[src/rtl/pgseq_pkg.sv]
package pgseq_pkg;
  typedef struct packed {
    logic       cascadeEn;
    logic       ch1Block;
    logic [3:0] holdMask;
    logic       killAll;
  } seqCmd_t;

  localparam logic [2:0] MODE_MON_LEGACY = 3'b000;
  localparam logic [2:0] MODE_PLAIN      = 3'b001;
  localparam logic [2:0] MODE_AUX_FREE   = 3'b010;
  localparam logic [2:0] MODE_AUX_CASC   = 3'b011;
endpackage

[src/rtl/pgseq_ctrl.sv]
module pgseq_ctrl
  import pgseq_pkg::*;
#(
  parameter int DLY_W = 16
) (
  input  logic             clk,
  input  logic             rstN,
  input  logic [3:0]       ctrlWord,
  input  logic             auxIn,
  input  logic             supplyOk,
  input  logic [DLY_W-1:0] delayCycles,
  input  logic [3:0]       pgOn,
  output seqCmd_t          cmd
);
  logic [2:0] mode;
  logic       latchEn;
  logic       monEn;
  logic [1:0] anchorIdx;
  logic       anchorOn;
  logic       anchorPrev;
  logic       armed;
  logic       monOk;
  logic       faultQ;
  logic [DLY_W-1:0] timer;

  assign mode      = ctrlWord[2:0];
  assign latchEn   = ~ctrlWord[3];
  assign monEn     = (mode == MODE_MON_LEGACY) || mode[2];
  assign anchorIdx = (mode == MODE_MON_LEGACY) ? 2'd3 : ~mode[1:0];
  assign anchorOn  = pgOn[anchorIdx];

  always_comb begin
    cmd.cascadeEn = (mode != MODE_AUX_FREE);
    cmd.ch1Block  = ((mode == MODE_AUX_FREE) || (mode == MODE_AUX_CASC)) && !auxIn;
    cmd.killAll   = faultQ;
    for (int i = 0; i < 4; i++) begin
      cmd.holdMask[i] = monEn && !monOk && (i > int'(anchorIdx));
    end
  end

  always_ff @(posedge clk or negedge rstN) begin
    if (!rstN) begin
      anchorPrev <= 1'b0;
      armed      <= 1'b0;
      monOk      <= 1'b0;
      faultQ     <= 1'b0;
      timer      <= '0;
    end else begin
      anchorPrev <= anchorOn;
      if (!monEn || !anchorOn) begin
        armed <= 1'b0;
        monOk <= 1'b0;
      end else if (!anchorPrev) begin
        timer <= delayCycles;
        armed <= !auxIn;
        monOk <= auxIn;
      end else if (armed) begin
        if (auxIn) begin
          armed <= 1'b0;
          monOk <= 1'b1;
        end else if (timer == '0) begin
          armed  <= 1'b0;
          faultQ <= 1'b1;
        end else begin
          timer <= timer - 1'b1;
        end
      end
      if (!latchEn && !supplyOk) faultQ <= 1'b0;
    end
  end

  assert_latch_sticky_R9: assert property (@(posedge clk) disable iff (!rstN)
    (latchEn && faultQ) |=> faultQ);

  assert_monok_no_fault_R8: assert property (@(posedge clk) disable iff (!rstN)
    monOk |-> !faultQ);
endmodule

[src/rtl/pgseq_datapath.sv]
module pgseq_datapath
  import pgseq_pkg::*;
#(
  parameter int CH_N = 4
) (
  input  logic            clk,
  input  logic            rstN,
  input  seqCmd_t         cmd,
  input  logic [CH_N-1:0] enReqN,
  input  logic            supplyOk,
  output logic [CH_N-1:0] pgOn,
  output logic [CH_N-1:0] pgN,
  output logic            gateEnN
);
  logic [CH_N-1:0] pgOnQ;
  logic [CH_N-1:0] wantD;
  logic            gateOnQ;
  logic            baseOk;

  assign baseOk = supplyOk && !cmd.killAll;

  generate
    for (genvar i = 0; i < CH_N; i++) begin : gChan
      if (i == 0) begin : gFirst
        assign wantD[i] = baseOk && !enReqN[i] && !cmd.holdMask[i] && !cmd.ch1Block;
      end else begin : gLater
        assign wantD[i] = baseOk && !enReqN[i] && !cmd.holdMask[i] &&
                          (!cmd.cascadeEn || pgOnQ[i-1]);
      end
    end
  endgenerate

  always_ff @(posedge clk or negedge rstN) begin
    if (!rstN) begin
      pgOnQ   <= '0;
      gateOnQ <= 1'b0;
    end else begin
      pgOnQ   <= wantD;
      gateOnQ <= baseOk;
    end
  end

  assign pgOn    = pgOnQ;
  assign pgN     = ~(pgOnQ & {CH_N{~cmd.killAll}});
  assign gateEnN = ~(gateOnQ && !cmd.killAll);

  generate
    for (genvar i = 1; i < CH_N; i++) begin : gCascChk
      assert_cascade_order_R2: assert property (@(posedge clk) disable iff (!rstN)
        (cmd.cascadeEn && $rose(pgOnQ[i])) |-> $past(pgOnQ[i-1]));
    end
    for (genvar i = 0; i < CH_N; i++) begin : gHoldChk
      assert_hold_after_anchor_R6: assert property (@(posedge clk) disable iff (!rstN)
        cmd.holdMask[i] |=> !pgOnQ[i]);
    end
  endgenerate

  assert_kill_clears_R7: assert property (@(posedge clk) disable iff (!rstN)
    cmd.killAll |=> (pgOnQ == '0 && !gateOnQ));

  assert_supply_off_R11: assert property (@(posedge clk) disable iff (!rstN)
    !supplyOk |=> (pgOnQ == '0 && !gateOnQ));
endmodule

[src/rtl/pgSequencer.sv]
module pgSequencer
  import pgseq_pkg::*;
#(
  parameter int DLY_W = 16
) (
  input  logic             clk,
  input  logic             rstN,
  input  logic [3:0]       ctrlWord,
  input  logic [3:0]       enReqN,
  input  logic             supplyOk,
  input  logic             auxIn,
  input  logic [DLY_W-1:0] delayCycles,
  output logic [3:0]       pgN,
  output logic             gateEnN
);
  seqCmd_t    cmd;
  logic [3:0] pgOn;

  pgseq_ctrl #(.DLY_W(DLY_W)) uCtrl (
    .clk(clk), .rstN(rstN), .ctrlWord(ctrlWord), .auxIn(auxIn),
    .supplyOk(supplyOk), .delayCycles(delayCycles), .pgOn(pgOn), .cmd(cmd)
  );

  pgseq_datapath #(.CH_N(4)) uData (
    .clk(clk), .rstN(rstN), .cmd(cmd), .enReqN(enReqN), .supplyOk(supplyOk),
    .pgOn(pgOn), .pgN(pgN), .gateEnN(gateEnN)
  );
endmodule

[config.mk]
export PLATFORM = sky130hd
export DESIGN_NAME = pgSequencer
export DESIGN_NICKNAME = d
export VERILOG_FILES = /design/src/rtl/pgseq_pkg.sv /design/src/rtl/pgseq_ctrl.sv /design/src/rtl/pgseq_datapath.sv /design/src/rtl/pgSequencer.sv
export SDC_FILE = /design/constraint.sdc
export NUM_CORES = 1
export LEC_CHECK = 0
export BUFFER_PORTS_ARGS = -buffer_cell sky130_fd_sc_hd__buf_2
export CAP_MARGIN = 20
export CORE_ASPECT_RATIO = 2
export CORE_UTILIZATION = 50
export DETAILED_ROUTE_END_ITERATION = 16
export MAX_ROUTING_LAYER = met4
export PLACE_DENSITY = 0.75
export SLEW_MARGIN = 20
export SYNTH_ARGS = -nofsm -noshare
export SYNTH_HDL_FRONTEND = slang
export SYNTH_HIERARCHICAL = 1
export SYNTH_SLANG_ARGS = --single-unit
[constraint.sdc]
create_clock -name clk -period 4.3 [get_ports clk]
set_clock_uncertainty 0.15 [all_clocks]
set_input_delay 0.215 -clock clk [delete_from_list [all_inputs] [get_ports clk]]
set_output_delay 0.215 -clock clk [all_outputs]
set_load 0.005 [all_outputs]
==> metrics.md <==
| Metric | Value |
|---|---|
| Status | completed |
| Root Driver | clkbuf_8 |
| Num rows | 30 |
| Post-route setup TNS | 0 ps |
| Detailed Route Iter0 Violations | 47 |
| TritonRoute pass-1 iters | 4 |
| Critical path capture point type | flip-flop |
| Fin nets | 258 |
| Period utilization | 53.6% |
| CTS tree | done |
| Crit-path leading delay family | simple AND/OR/NAND/NOR gates |
| Setup violators final | 0 |
| Layout cells sized above 1 | 27.8% |
| DR top layer | met4 |
| F_max | 434 MHz |
| Post-CTS Setup Bufs | 0 |
| Max Slew Vio Count | 0 |
| # hold bufs at CTS | 6 |
| Stages on worst setup path | 5 |
| Switch share | 39.5% |
| Slowest CP cell | or4_1 |
| Initial antenna violation count | 0 |
| Die W | 44.3 um |
| Max Cap Viol | 0 |
| RSZ-0062 raised after global routing | no |
| Pwr Density | 394 nW/um^2 |
| Wl on met1 | 1.69 mm |
| Max-Slew Margin vs Limit | 54.2% |
| R2R cell count | 5 |
| Cts repair resizes | 0 |
| CP bufs+invs | 0 |
| Largest net degree at the start of global routing | 26 |
| First-pass GRT wire length | 7.28 mm |
| Final RePlAce weighted congestion | 0.891 |
| CTS clk-pin slew, worst paths | 90 ps |
| Post-DR wirelength/cell | 16.2 um |
| Starting density of the core | 52.3% |
| Io pins | 33 |
| FF+latch count, synth | 25 |
| Clock power share | 17.9% |
| Final instance area | 2040 um^2 |
| Leak Pwr | 0.801 nW |
| HPWL Detailed | 3.27 mm |
| Die height | 86.6 um |
| Setup crit start kind | flip-flop |
| Worst setup endpoint | uCtrl/timer[12]$_DFFE_PN0P_ |
| Worst EP required | 4340 ps |
| Routed length on met3 | 159 um |
| Clk sinks | 25 |
| CP cell instances | or4_1 -> nor2_8 -> and3_1 -> nor4_1 -> nor4_2 |
| Pint | 0.487 mW |
| Distinct cells, synth | 59 |
| Capturing point of the worst reg2reg path | uCtrl/timer[12]$_DFFE_PN0P_ |
| Commonest non-fill, non-tap cell in the layout | buf_2 |
| Core area | 3420 um^2 |
| Drt total wl | 4.45 mm |
| Worst hold margin | 13.9 ps |
| Port Buffers | 32 |
| Placed inst area | 1940 um^2 |
| Minimum clock period after layout | 2300 ps |
| Gate Count Post-Synth | 195 |
| Hold Crit Class | in -> reg |
| Die footprint | 3830 um^2 |
| Sequential share of power | 48.4% |
| Detail Route Antenna Nets | 0 |
| Gr usage total | 25.7% |
| Non-filler cells, final | 275 |
| Setup crit start | uCtrl/timer[4]$_DFFE_PN0P_ |
| Clk Latency, worst-skew pair | 270 ps |
| Top post-synthesis cells by area | dfrtp_1 (35%), a21oi_1 (3.9%), nor2_1 (3.6%) |
| Synth area leader | dfrtp_1 |
| Area Growth Syn to Fin | 14.3% |
| Worst Tran Pin Value | 687 ps |
| Worst path arrival time | 2340 ps |
| DRC violation count after routing | 0 |
| Combinational fraction of design power | 33.7% |
| Seq/Total Area, Yosys | 35.0% |
| N_diodes | 0 |
| Via density per instance | 5.92 |
| Kind of critical path | reg -> reg |
| Synth top area share | 35.0% |
| Fin util | 59.9% |
| GRT overflow | 0 |
| Syn_nets | 225 |
| DP Cell Count | 265 |
| Worst reg-to-reg setup slack | 2000 ps |
| Synthesis Warnings | 6 |
| CP max FO | 8 |
| Metal2 WL | 2.51 mm |
| Vias in the first global route | 1662 |
| Reg2reg start | uCtrl/timer[4]$_DFFE_PN0P_ |
| Final hold vios | 0 |
| Net Sw Power | 0.318 mW |
| Inserted Clock Buffers | 3 |
| Total number of vias | 1629 |
| Longest Clk Path Bufs | 2 |
| Most frequent cells in the layout | buf_2 (32), dfrtp_1 (25), nor2_1 (17), a21oi_1 (14), nor3_1 (10) |
| H-tree depth | 1 |
| Slowest stage delay, CP | 720 ps |
| Post-synthesis average cell area | 9.17 um^2 |
| Worst vdd ir | 0.319 mV |
| Synthesized cell area | 1790 um^2 |
-- area by class of cell --
class / count / area (um^2)
inverters: 9 / 33.8
repair buffers: 38 / 220
clock buffers: 3 / 41.3
fillers: 301 / 1370
multi-input cells: 151 / 1060
clock inverters: 1 / 5.00
well taps: 48 / 60.1
flip-flops and latches: 25 / 626
-- cell usage after synthesis (all sizes together) --
master   instances
o31ai            1
and4             2
o32ai            3
inv              9
a21oi           16
nor2b            1
nor4             9
nand4b           1
nor2            20
nand3b           3
o22ai            1
or2              2
buf              7
a22o             1
or3              2
a221o            1
nand4            4
clkbuf           3
a2111oi          4
o2bb2ai          2
and2             1
a311oi           1
o221a            2
dfrtp           25
mux2i            3
nor4b            1
mux2             2
ha               2
or3b             1
nand2b           7
nor3b            4
a311o            1
and3b            1
conb             1
a31oi            4
nand3            7
or4              4
o21ai            9
and3             3
and4b            1
a211oi           1
nand2           11
nor3            11
-- cells by family after synthesis --
group           share of synthesized area [%]
compound gates                           20.2
fa+ha+maj                                1.40
buf+inv                                  5.81
flops                                    35.0
mux                                      3.15
other cells                             0.210
simple gates                             34.3
-- power groups by stage --
stage / Clock [mW] / Sequential (mW) / Combinational, mW
3_3_place_gp: 0 / 0.389 / 0.261
3_5_place_dp: 0 / 0.392 / 0.265
5_1_grt: 0.152 / 0.400 / 0.301
2_1_floorplan: 0 / 0.364 / 0.221
6_report: 0.144 / 0.390 / 0.271
4_1_cts: 0.145 / 0.387 / 0.270
-- state kept, by name (all words and copies together) (netlist names) --
register,cells
uData/gateOnQ,1
uCtrl/anchorPrev,1
uCtrl/armed,1
uCtrl/timer,16
uCtrl/monOk,1
uData/pgOn,4
uCtrl/faultQ,1
-- layer usage --
metal  up-vias  GRT usage [%]
met5         -              -
met4         0           11.0
met3         9           2.29
met2        50           46.0
met1       772           27.5
li1        798              -
-- metrics by stage --
| stage | setup WS, ps | total power [mW] |
|---|---|---|
| 2_1_floorplan | 2310 | 0.585 |
| 3_3_place_gp | 2080 | 0.650 |
| 3_5_place_dp | 2040 | 0.657 |
| 4_1_cts | 2020 | 0.802 |
| 5_1_grt | 1850 | 0.854 |
| 6_report | 2000 | 0.805 |
-- worst min-delay path by stage --
stage / end / from / cells after the start / slack [ps]
3_5_place_dp: uCtrl/timer[14]$_DFFE_PN0P_ / rstN / 1 / 90
2_1_floorplan: uCtrl/anchorPrev$_DFF_PN0_ / rstN / 0 / -230
5_1_grt: uCtrl/armed$_DFF_PN0_ / auxIn / 2 / 30
6_report: uCtrl/armed$_DFF_PN0_ / auxIn / 2 / 10
4_1_cts: uCtrl/armed$_DFF_PN0_ / auxIn / 2 / 8
3_3_place_gp: uCtrl/timer[14]$_DFFE_PN0P_ / rstN / 1 / 100
Power figures use the tool's default switching activity.
